**src/rtl/nvd_pkg.sv**
```systemverilog
package nvd_pkg;

  typedef enum logic [1:0] {
    SEL_CTRL = 2'd0,
    SEL_KEY  = 2'd1,
    SEL_DATA = 2'd2,
    SEL_ADDR = 2'd3
  } reg_sel_e;

  typedef enum logic [1:0] {
    KEY_IDLE  = 2'd0,
    KEY_HALF  = 2'd1,
    KEY_ARMED = 2'd2
  } key_state_e;

  localparam int B_RD   = 0;
  localparam int B_WR   = 1;
  localparam int B_WREN = 2;
  localparam int B_ERR  = 3;

  localparam logic [7:0] KEY_FIRST  = 8'h55;
  localparam logic [7:0] KEY_SECOND = 8'hAA;

  // Next unlock state after one write to the key register.
  function automatic key_state_e key_next(key_state_e cur, logic [7:0] d);
    if (d == KEY_FIRST) return KEY_HALF;
    if (d == KEY_SECOND && cur == KEY_HALF) return KEY_ARMED;
    return KEY_IDLE;
  endfunction

  // Software view of the control register; upper nibble is never backed.
  function automatic logic [7:0] ctrl_view(logic rd, logic wr, logic wren, logic err);
    return {4'b0000, err, wren, wr, rd};
  endfunction

endpackage

```
**src/rtl/nvd_unlock.sv**
```systemverilog
module nvd_unlock
  import nvd_pkg::*;
(
  input  logic       clk,
  input  logic       por_n,
  input  logic       warm_rst_n,
  input  logic       key_we,
  input  logic [7:0] key_data,
  input  logic       consume,
  output logic       armed
);

  key_state_e st_q;

  always_ff @(posedge clk) begin
    if (!por_n || !warm_rst_n) st_q <= KEY_IDLE;
    else if (consume)          st_q <= KEY_IDLE;
    else if (key_we)           st_q <= key_next(st_q, key_data);
  end

  assign armed = (st_q == KEY_ARMED);

  // entering the armed state requires a key write of the second byte
  p_arm_needs_second_r4: assert property (@(posedge clk)
    disable iff (!por_n || !warm_rst_n)
    (armed && !$past(armed)) |-> ($past(key_we) && $past(key_data) == KEY_SECOND));

  // unlock progress never survives a reset
  p_reset_disarms_r8: assert property (@(posedge clk)
    disable iff (!por_n)
    !warm_rst_n |=> !armed);

endmodule

```
**src/rtl/nvd_write_seq.sv**
```systemverilog
module nvd_write_seq #(
  parameter int WRITE_CYCLES = 16
) (
  input  logic clk,
  input  logic por_n,
  input  logic warm_rst_n,
  input  logic start,
  output logic busy,
  output logic done,
  output logic abort
);

  localparam int CW = (WRITE_CYCLES < 2) ? 1 : $clog2(WRITE_CYCLES);
  localparam logic [CW-1:0] LAST = CW'(WRITE_CYCLES - 1);

  logic [CW-1:0] cnt_q;

  // completion is only real when no reset is cutting the write
  assign done  = busy && (cnt_q == LAST) && por_n && warm_rst_n;
  assign abort = busy && por_n && !warm_rst_n;

  always_ff @(posedge clk) begin
    if (!por_n || !warm_rst_n) begin
      busy  <= 1'b0;
      cnt_q <= '0;
    end else if (start) begin
      busy  <= 1'b1;
      cnt_q <= '0;
    end else if (done) begin
      busy  <= 1'b0;
    end else if (busy) begin
      cnt_q <= cnt_q + 1'b1;
    end
  end

  // the count never passes the last write cycle
  p_cnt_bound_r5: assert property (@(posedge clk)
    disable iff (!por_n || !warm_rst_n)
    busy |-> (cnt_q <= LAST));

  // completion ends the busy period
  p_done_ends_r5: assert property (@(posedge clk)
    disable iff (!por_n || !warm_rst_n)
    done |=> !busy);

  // no new start while one is running
  p_start_idle_r6: assert property (@(posedge clk)
    disable iff (!por_n || !warm_rst_n)
    start |-> !busy);

endmodule

```
**src/rtl/nvd_array.sv**
```systemverilog
module nvd_array #(
  parameter int AW = 8,
  parameter int DW = 8
) (
  input  logic          clk,
  input  logic          we,
  input  logic [AW-1:0] waddr,
  input  logic [DW-1:0] wdata,
  input  logic [AW-1:0] raddr,
  output logic [DW-1:0] rdata
);

  localparam int DEPTH = 1 << AW;

  logic [DW-1:0] cells [DEPTH];

  always_ff @(posedge clk) begin
    if (we) cells[waddr] <= wdata;
  end

  assign rdata = cells[raddr];

endmodule

```
**src/rtl/nvdata_ctrl.sv**
```systemverilog
module nvdata_ctrl
  import nvd_pkg::*;
#(
  parameter int WRITE_CYCLES = 16,
  parameter int ADDR_W       = 8
) (
  input  logic       clk,
  input  logic       por_n,
  input  logic       warm_rst_n,
  input  logic [1:0] reg_addr,
  input  logic       reg_wr,
  input  logic       reg_rd,
  input  logic [7:0] reg_wdata,
  output logic [7:0] reg_rdata,
  input  logic       irq_clr,
  output logic       done_irq
);

  logic              rd_q, wren_q, err_q, irq_q;
  logic [7:0]        data_q;
  logic [ADDR_W-1:0] addr_q;
  logic [7:0]        cell_rd;
  logic              busy, done, abort, armed;

  // decoded register events
  logic wr_ctrl, wr_key, wr_data, wr_addr;
  logic start, read_req;

  assign wr_ctrl = reg_wr && (reg_addr == SEL_CTRL);
  assign wr_key  = reg_wr && (reg_addr == SEL_KEY);
  assign wr_data = reg_wr && (reg_addr == SEL_DATA);
  assign wr_addr = reg_wr && (reg_addr == SEL_ADDR);

  assign start    = wr_ctrl && reg_wdata[B_WR] && !busy && wren_q && armed;
  assign read_req = wr_ctrl && reg_wdata[B_RD] && !busy && !rd_q;

  nvd_unlock u_unlock (
    .clk        (clk),
    .por_n      (por_n),
    .warm_rst_n (warm_rst_n),
    .key_we     (wr_key),
    .key_data   (reg_wdata),
    .consume    (start),
    .armed      (armed)
  );

  nvd_write_seq #(.WRITE_CYCLES(WRITE_CYCLES)) u_seq (
    .clk        (clk),
    .por_n      (por_n),
    .warm_rst_n (warm_rst_n),
    .start      (start),
    .busy       (busy),
    .done       (done),
    .abort      (abort)
  );

  nvd_array #(.AW(ADDR_W), .DW(8)) u_array (
    .clk   (clk),
    .we    (done),
    .waddr (addr_q),
    .wdata (data_q),
    .raddr (addr_q),
    .rdata (cell_rd)
  );

  // read command: set by software, cleared by hardware one edge later
  always_ff @(posedge clk) begin
    if (!por_n || !warm_rst_n) rd_q <= 1'b0;
    else if (rd_q)             rd_q <= 1'b0;
    else if (read_req)         rd_q <= 1'b1;
  end

  always_ff @(posedge clk) begin
    if (!por_n || !warm_rst_n) data_q <= '0;
    else if (rd_q)             data_q <= cell_rd;
    else if (wr_data && !busy) data_q <= reg_wdata;
  end

  always_ff @(posedge clk) begin
    if (!por_n || !warm_rst_n) addr_q <= '0;
    else if (wr_addr && !busy) addr_q <= reg_wdata[ADDR_W-1:0];
  end

  // write-enable: only clearing is honoured during a busy write
  always_ff @(posedge clk) begin
    if (!por_n || !warm_rst_n) wren_q <= 1'b0;
    else if (wr_ctrl) begin
      if (!busy)                  wren_q <= reg_wdata[B_WREN];
      else if (!reg_wdata[B_WREN]) wren_q <= 1'b0;
    end
  end

  // error flag: cleared by power-on only, set by an aborted write
  always_ff @(posedge clk) begin
    if (!por_n)                err_q <= 1'b0;
    else if (!warm_rst_n) begin
      if (abort)               err_q <= 1'b1;
    end
    else if (wr_ctrl && !busy) err_q <= reg_wdata[B_ERR];
  end

  always_ff @(posedge clk) begin
    if (!por_n)       irq_q <= 1'b0;
    else if (done)    irq_q <= 1'b1;
    else if (irq_clr) irq_q <= 1'b0;
  end

  assign done_irq = irq_q;

  logic [7:0] addr_view;
  always_comb begin
    addr_view = '0;
    addr_view[ADDR_W-1:0] = addr_q;
  end

  always_comb begin
    reg_rdata = '0;
    if (reg_rd) begin
      unique case (reg_addr)
        SEL_CTRL: reg_rdata = ctrl_view(rd_q, busy, wren_q, err_q);
        SEL_KEY:  reg_rdata = '0;
        SEL_DATA: reg_rdata = data_q;
        SEL_ADDR: reg_rdata = addr_view;
        default:  reg_rdata = '0;
      endcase
    end
  end

  // upper control bits never read as 1
  p_upper_zero_r1: assert property (@(posedge clk)
    (reg_rd && reg_addr == SEL_CTRL) |-> (reg_rdata[7:4] == 4'b0000));

  // the key register has no storage
  p_key_reads_zero_r10: assert property (@(posedge clk)
    (reg_rd && reg_addr == SEL_KEY) |-> (reg_rdata == 8'h00));

  // a read command lives for exactly one cycle
  p_read_one_cycle_r3: assert property (@(posedge clk)
    disable iff (!por_n || !warm_rst_n)
    rd_q |=> !rd_q);

  // a write only begins with enable and unlock in place
  p_start_gated_r4: assert property (@(posedge clk)
    disable iff (!por_n || !warm_rst_n)
    $rose(busy) |-> ($past(wren_q) && $past(armed)));

  // the target address is frozen for the whole write
  p_addr_locked_r6: assert property (@(posedge clk)
    disable iff (!por_n || !warm_rst_n)
    (busy && $past(busy)) |-> $stable(addr_q));

  // an aborted write leaves the error flag set
  p_abort_flags_r7: assert property (@(posedge clk)
    disable iff (!por_n)
    abort |=> err_q);

  // the completion flag holds until software clears it
  p_irq_hold_r11: assert property (@(posedge clk)
    disable iff (!por_n)
    (irq_q && !irq_clr) |=> irq_q);

  // warm reset empties the working registers
  p_warm_clears_r8: assert property (@(posedge clk)
    disable iff (!por_n)
    !warm_rst_n |=> (data_q == 8'h00 && addr_q == '0 && !busy && !wren_q));

endmodule

```
**config.mk**
```make
export PLATFORM = sky130hd
export DESIGN_NAME = nvdata_ctrl
export DESIGN_NICKNAME = d
export VERILOG_FILES = /design/src/rtl/nvd_pkg.sv /design/src/rtl/nvd_unlock.sv /design/src/rtl/nvd_write_seq.sv /design/src/rtl/nvd_array.sv /design/src/rtl/nvdata_ctrl.sv
export SDC_FILE = /design/constraint.sdc
export NUM_CORES = 2
export LEC_CHECK = 0
export BUFFER_PORTS_ARGS = -buffer_cell sky130_fd_sc_hd__buf_2
export CORE_MARGIN = 4
export CORE_UTILIZATION = 60
export DETAILED_ROUTE_END_ITERATION = 10
export PLACE_DENSITY = 0.76
export SYNTH_ARGS = -nofsm -noshare
export SYNTH_HDL_FRONTEND = slang
export SYNTH_SLANG_ARGS = --single-unit
export TNS_END_PERCENT = 30
```
**constraint.sdc**
```tcl
create_clock -name clk -period 5.5 [get_ports clk]
set_clock_uncertainty 0.2 [all_clocks]
set_input_delay 0.55 -clock clk [delete_from_list [all_inputs] [get_ports clk]]
set_output_delay 0.55 -clock clk [all_outputs]
set_load 0.03 [all_outputs]
```
-- Word level (Yosys, flattened, before mapping)
Memories as Yosys holds them, arrays and structs flattened. A register that Yosys moved wholly into a read port is not among the register bits.
Cells that the tools add are included.
Widths: inputs -> output; s select.
- flip-flop bits (word level): 27
- memories: 1
- bits in writable memories: 2048
- output and inout bits: 9
- bits of input ports: 16
- logic and storage cells: 88
- memories (memory ; words ; width ; rd ports ; clocked after memory_dff ; wr ports ; RTL line ; text):
    u_array.cells ; 256 ; 8 ; 1 ; 1 ; 1 ; nvd_array.sv:15 ; logic [DW-1:0] cells [DEPTH];
- equal/unequal tests: 10
- add/subtract/negate cells: 1
- bitwise gates (word level): 1
- reduce and logical (&&, ||, !) cells: 35
- multiplexer cells: 31
- operators by type and width (operator ; count):
    $mux 8 ; 5
    $pmux 8 s4 ; 1
    $mux 1 ; 21
    $logic_and 1x1->1 ; 20
    $eq 8x7->1 const B ; 1
    $eq 8x8->1 const B ; 1
    $mux 2 ; 4
    $reduce_bool 2->1 ; 4
    $eq 2x2->1 const B ; 3
    $reduce_and 2->1 ; 3
    $add 4x1->4 const B ; 1
    $eq 2x1->1 const B ; 2
    $eq 4x4->1 const B ; 1
    $logic_not 1->1 ; 4
    $reduce_or 2->1 ; 2
    $logic_not 2->1 ; 1
    $ne 2x1->1 const B ; 1
    $ne 2x2->1 const B ; 1
    $logic_or 1x1->1 ; 1
    $not 1->1 ; 1

-- Logic depth before layout (Yosys ltp)
- depth after elaboration: 14
- mapped depth: 13
- depth with buffers taken out: 7

-- Cells and area by module
From an unflattened synthesis, not the netlist that was laid out.
- cells, all modules: 3899
- area, all modules: 80845.0 µm²
- modules (own cells, without submodules) (module ; sequential area each (µm²) ; cells an instance ; area an instance (µm²) ; times used):
    nvd_array ; 61499.0 ; 3725 ; 79396.1 ; 1
    nvdata_ctrl ; 400.4 ; 129 ; 1042.2 ; 1
    nvd_write_seq ; 100.1 ; 30 ; 267.8 ; 1
    nvd_unlock ; 40.0 ; 15 ; 138.9 ; 1

-- Least setup slack after synthesis
No wires, ideal clock.
- path type: reg-to-output
- start point: reg data_q[3]
- end point: out reg_rdata[3]
- data arrival time: 4520 ps
- data required time: 4750 ps
- slack: 230 ps
- stages on the path, launching flop included: 4
- path buffers: 0
- cells stage by stage: dfxtp_1 -> mux2_2 -> a22oi_1 -> nor2b_1
- word-level cells in the longest chain between the ends: 2
- RTL lines (element ; RTL line ; text):
    start, declared ; nvdata_ctrl.sv:20 ; logic [7:0] data_q;
    start signal, assigned ; nvdata_ctrl.sv:75 ; else if (rd_q) data_q <= cell_rd;
    start signal, assigned ; nvdata_ctrl.sv:76 ; else if (wr_data && !busy) data_q <= reg_wdata;
    $pmux 8 s4 ; nvdata_ctrl.sv:119 ; unique case (reg_addr)
    $mux 8 ; nvdata_ctrl.sv:118 ; if (reg_rd) begin
    end, declared ; nvdata_ctrl.sv:14 ; output logic [7:0] reg_rdata,
No other way between the ends.

==> reports/summary.txt <==
result of the run: complete, no violations
maximum buffer depth of the clock tree: 3
drt via density: 7.03
post-detail-place hpwl: 127 mm
mean cell area of the mapped netlist: 20.3 sq um
share of cells above drive strength 1: 21.4%
predominant post-synthesis flop cell: sky130_fd_sc_hd__edfxtp_1
worst IR drop on VDD: 416 uV
global-route wire length before repair: 309 mm
y dimension of the die: 377 um
highest attainable clock frequency: 221 MHz
crit-path max FO: 40
Synth async-reset ratio: 0%
number of antenna violations at the first check in global routing: 7
commonest non-fill, non-tap cell in the layout: sky130_fd_sc_hd__edfxtp_1
count of yosys warnings during synthesis: 0
Post-Syn Nets: 4046
total wire length: 215 mm
count of final hold-check violations: 0
synthesized flop and latch total: 2083
class of the worst hold path: primary input to register
Critical Path AT: 5.11 ns
share of the clock period used by the worst path: 82.4%
PD cells: 344 mW/mm^2
Die Area: 0.142 sq mm
area of the mapped netlist: 0.0816 sq mm
Design Power: 31.0 mW
area added between synthesis and finish: 10.4%
TritonCTS clock tree: yes
Finished Layout Cells: 6090
required time of the critical path: 6.08 ns
standard-cell rows: 135
total grt overflow: 0
largest net degree at the start of global routing: 235
leakage component of the power: 27.8 nW
number of CTS-inserted buffers: 194
Reg2Reg Setup Slack: 0.97 ns
Initial Util: 60.3%
nature of the critical path startpoint: register
max-cap viol count: 0
proportion of synthesized chip area in sequential cells: 76.2%
horizontal extent of the die: 377 um
clock period minus final worst setup slack: 4.53 ns
Placement Cell Area: 0.0837 sq mm
routed via count: 42800
Worst Path Class, Setup: register to register
worst-skew pair later-pin latency: 0.84 ns
Final Max Slew Viols: 0
number of routed nets with antenna violations: 0
count of flip-flops with a built-in enable after synthesis: 2048
DRC violation count after routing: 0
iteration-0 DRC count of the detailed router: 7127
number of top-level design ports: 25
count of distinct cell types in the synthesized netlist: 80
slew at the pin closest to its max-slew limit: 1.33 ns
count of TritonRoute iterations in the first routing pass: 6
post-route design area: 0.0901 sq mm
core footprint: 0.135 sq mm
Clock Root Buffer: sky130_fd_sc_hd__clkbuf_16
category of the worst setup path capture point: register
via count of the first global-routing pass: 42500
tightest slew margin relative to the limit: 10.4%
final net count: 4158
count of instances resized after the clock tree is built: 0
setup repair after global routing missed its margin: false
routed length per instance: 35.3 um
number of sinks handled by clock tree synthesis: 2083
number of I/O port buffers: 24
final number of setup-violating endpoints: 0
CTS hold repair buffers: 14
GPL Wtd Cong: 0.883
post-CTS repair timing setup buffer count: 0
Clock transition at path regs: 0.06 ns
global-route usage over all layers: 30.6%
most frequent cells in the layout: 2048 x sky130_fd_sc_hd__edfxtp_1, 446 x sky130_fd_sc_hd__mux4_2, 314 x sky130_fd_sc_hd__nor2_1
H-tree depth: 4
share of the core filled with cells in the final layout: 66.6%
Setup TNS Final: 0 ns
number of placed instances with taps included: 5712
fill cell count: 8246
instance count of the mapped netlist: 4029
-- registers in the layout, summed over array words and instances (netlist names), named ones only --
name and flops:
err_q 1, addr_q 8, done_irq 1, u_seq.busy 1
u_array.cells 2048, u_seq.cnt_q 4, data_q 8, u_unlock.st_q 2
rd_q 1, wren_q 1
-- synth_stat cells, types with 12 or more instances --
cell / number / share of area [%]
sky130_fd_sc_hd__nand3_1: 56 / 0.34
sky130_fd_sc_hd__buf_1: 17 / 0.078
sky130_fd_sc_hd__and3_1: 13 / 0.10
sky130_fd_sc_hd__nor2b_1: 27 / 0.21
sky130_fd_sc_hd__o21ai_0: 31 / 0.19
sky130_fd_sc_hd__nand2_1: 200 / 0.92
sky130_fd_sc_hd__a22oi_1: 29 / 0.27
sky130_fd_sc_hd__buf_4: 28 / 0.26
sky130_fd_sc_hd__mux4_1: 21 / 0.68
sky130_fd_sc_hd__a21oi_1: 66 / 0.40
sky130_fd_sc_hd__and2_1: 12 / 0.092
sky130_fd_sc_hd__o221ai_1: 30 / 0.32
sky130_fd_sc_hd__a211oi_1: 12 / 0.11
sky130_fd_sc_hd__mux2i_1: 157 / 1.9
sky130_fd_sc_hd__buf_6: 38 / 0.52
sky130_fd_sc_hd__nor2_1: 314 / 1.4
sky130_fd_sc_hd__mux2_2: 25 / 0.34
sky130_fd_sc_hd__nor3_1: 34 / 0.21
sky130_fd_sc_hd__dfxtp_1: 35 / 0.86
sky130_fd_sc_hd__a31oi_1: 17 / 0.13
sky130_fd_sc_hd__o22ai_1: 50 / 0.38
sky130_fd_sc_hd__edfxtp_1: 2048 / 75
sky130_fd_sc_hd__clkbuf_1: 91 / 0.42
sky130_fd_sc_hd__buf_2: 56 / 0.34
sky130_fd_sc_hd__mux4_2: 446 / 12
-- layer usage --
layer / routed length (um) / share of wire [%] / global-route usage, % / vias up
met5: 49 / 0.023 / 0 / -
met2: 98300 / 46 / 45.5 / 3325
met3: 28700 / 13 / 9.30 / 612
met1: 76100 / 35 / 42.3 / 22000
li1: - / - / - / 16800
met4: 11800 / 5.5 / 14.5 / 8
-- logic make-up after synthesis --
family,after synthesis,synth area share [%]
and+or+nand+nor,704,3.73
muxes,649,15.3
adders and majority gates,1,0.0153
buffers and inverters,255,1.91
DFF,2083,76.2
xor gates and xnor gates,2,0.0215
AOI/OAI and AO/OA,335,2.87
-- power by group --
| part | total, mW | switching (mW) | internal, mW |
|---|---|---|---|
| logic | 0.469 | 0.327 | 0.142 |
| clock network | 13.2 | 5.77 | 7.42 |
| registers | 17.3 | 0.0332 | 17.3 |
| total | 31.0 | 6.13 | 24.8 |
-- critical path, stage by stage, from the launching register on --
cell and delay [ns]:
sky130_fd_sc_hd__dfxtp_4 1.01, sky130_fd_sc_hd__buf_4 0.53, sky130_fd_sc_hd__mux2i_1 0.14, sky130_fd_sc_hd__o221ai_1 0.29
sky130_fd_sc_hd__a31oi_1 0.15, sky130_fd_sc_hd__nor4_1 1.12, sky130_fd_sc_hd__a211oi_1 0.33, sky130_fd_sc_hd__a221oi_1 0.43
sky130_fd_sc_hd__o311a_1 0.23
-- path summary, 6_finish.rpt --
| kind | from | to | depth (start not counted) |
|---|---|---|---|
| worst max-delay path | register | data_q[3]$_SDFFE_PP0P_ | 8 |
| worst min-delay path | reg_addr[1] | u_unlock.st_q[0]$_SDFFE_PP0P_ | 4 |
| worst min register to register | u_seq.cnt_q[1]$_SDFFE_PP0P_ | u_seq.cnt_q[1]$_SDFFE_PP0P_ | 2 |
| worst max register to register | register | data_q[3]$_SDFFE_PP0P_ | 8 |
-- per-stage QoR --
step                hold WS, ns  setup slack (ns)
floorplan                 0.254             0.230
global placement          0.261             0.105
detailed placement        0.275              1.06
CTS                      0.0683              1.07
global route              0.161             0.918
finish                    0.142             0.966
-- area by class of cell --
type | count | area [sq um] | area share [%]
sequential | 2083 | 62200 | 69.1
multi-input combinational | 1691 | 17900 | 19.9
clock buffer | 247 | 5220 | 5.80
tap | 1781 | 2230 | 2.47
timing repair buffer | 158 | 1420 | 1.58
clock inverter | 114 | 993 | 1.10
inverter | 13 | 53.8 | 0.0597
antenna | 3 | 7.51 | 0.00833
Power figures use the tool's default switching activity.
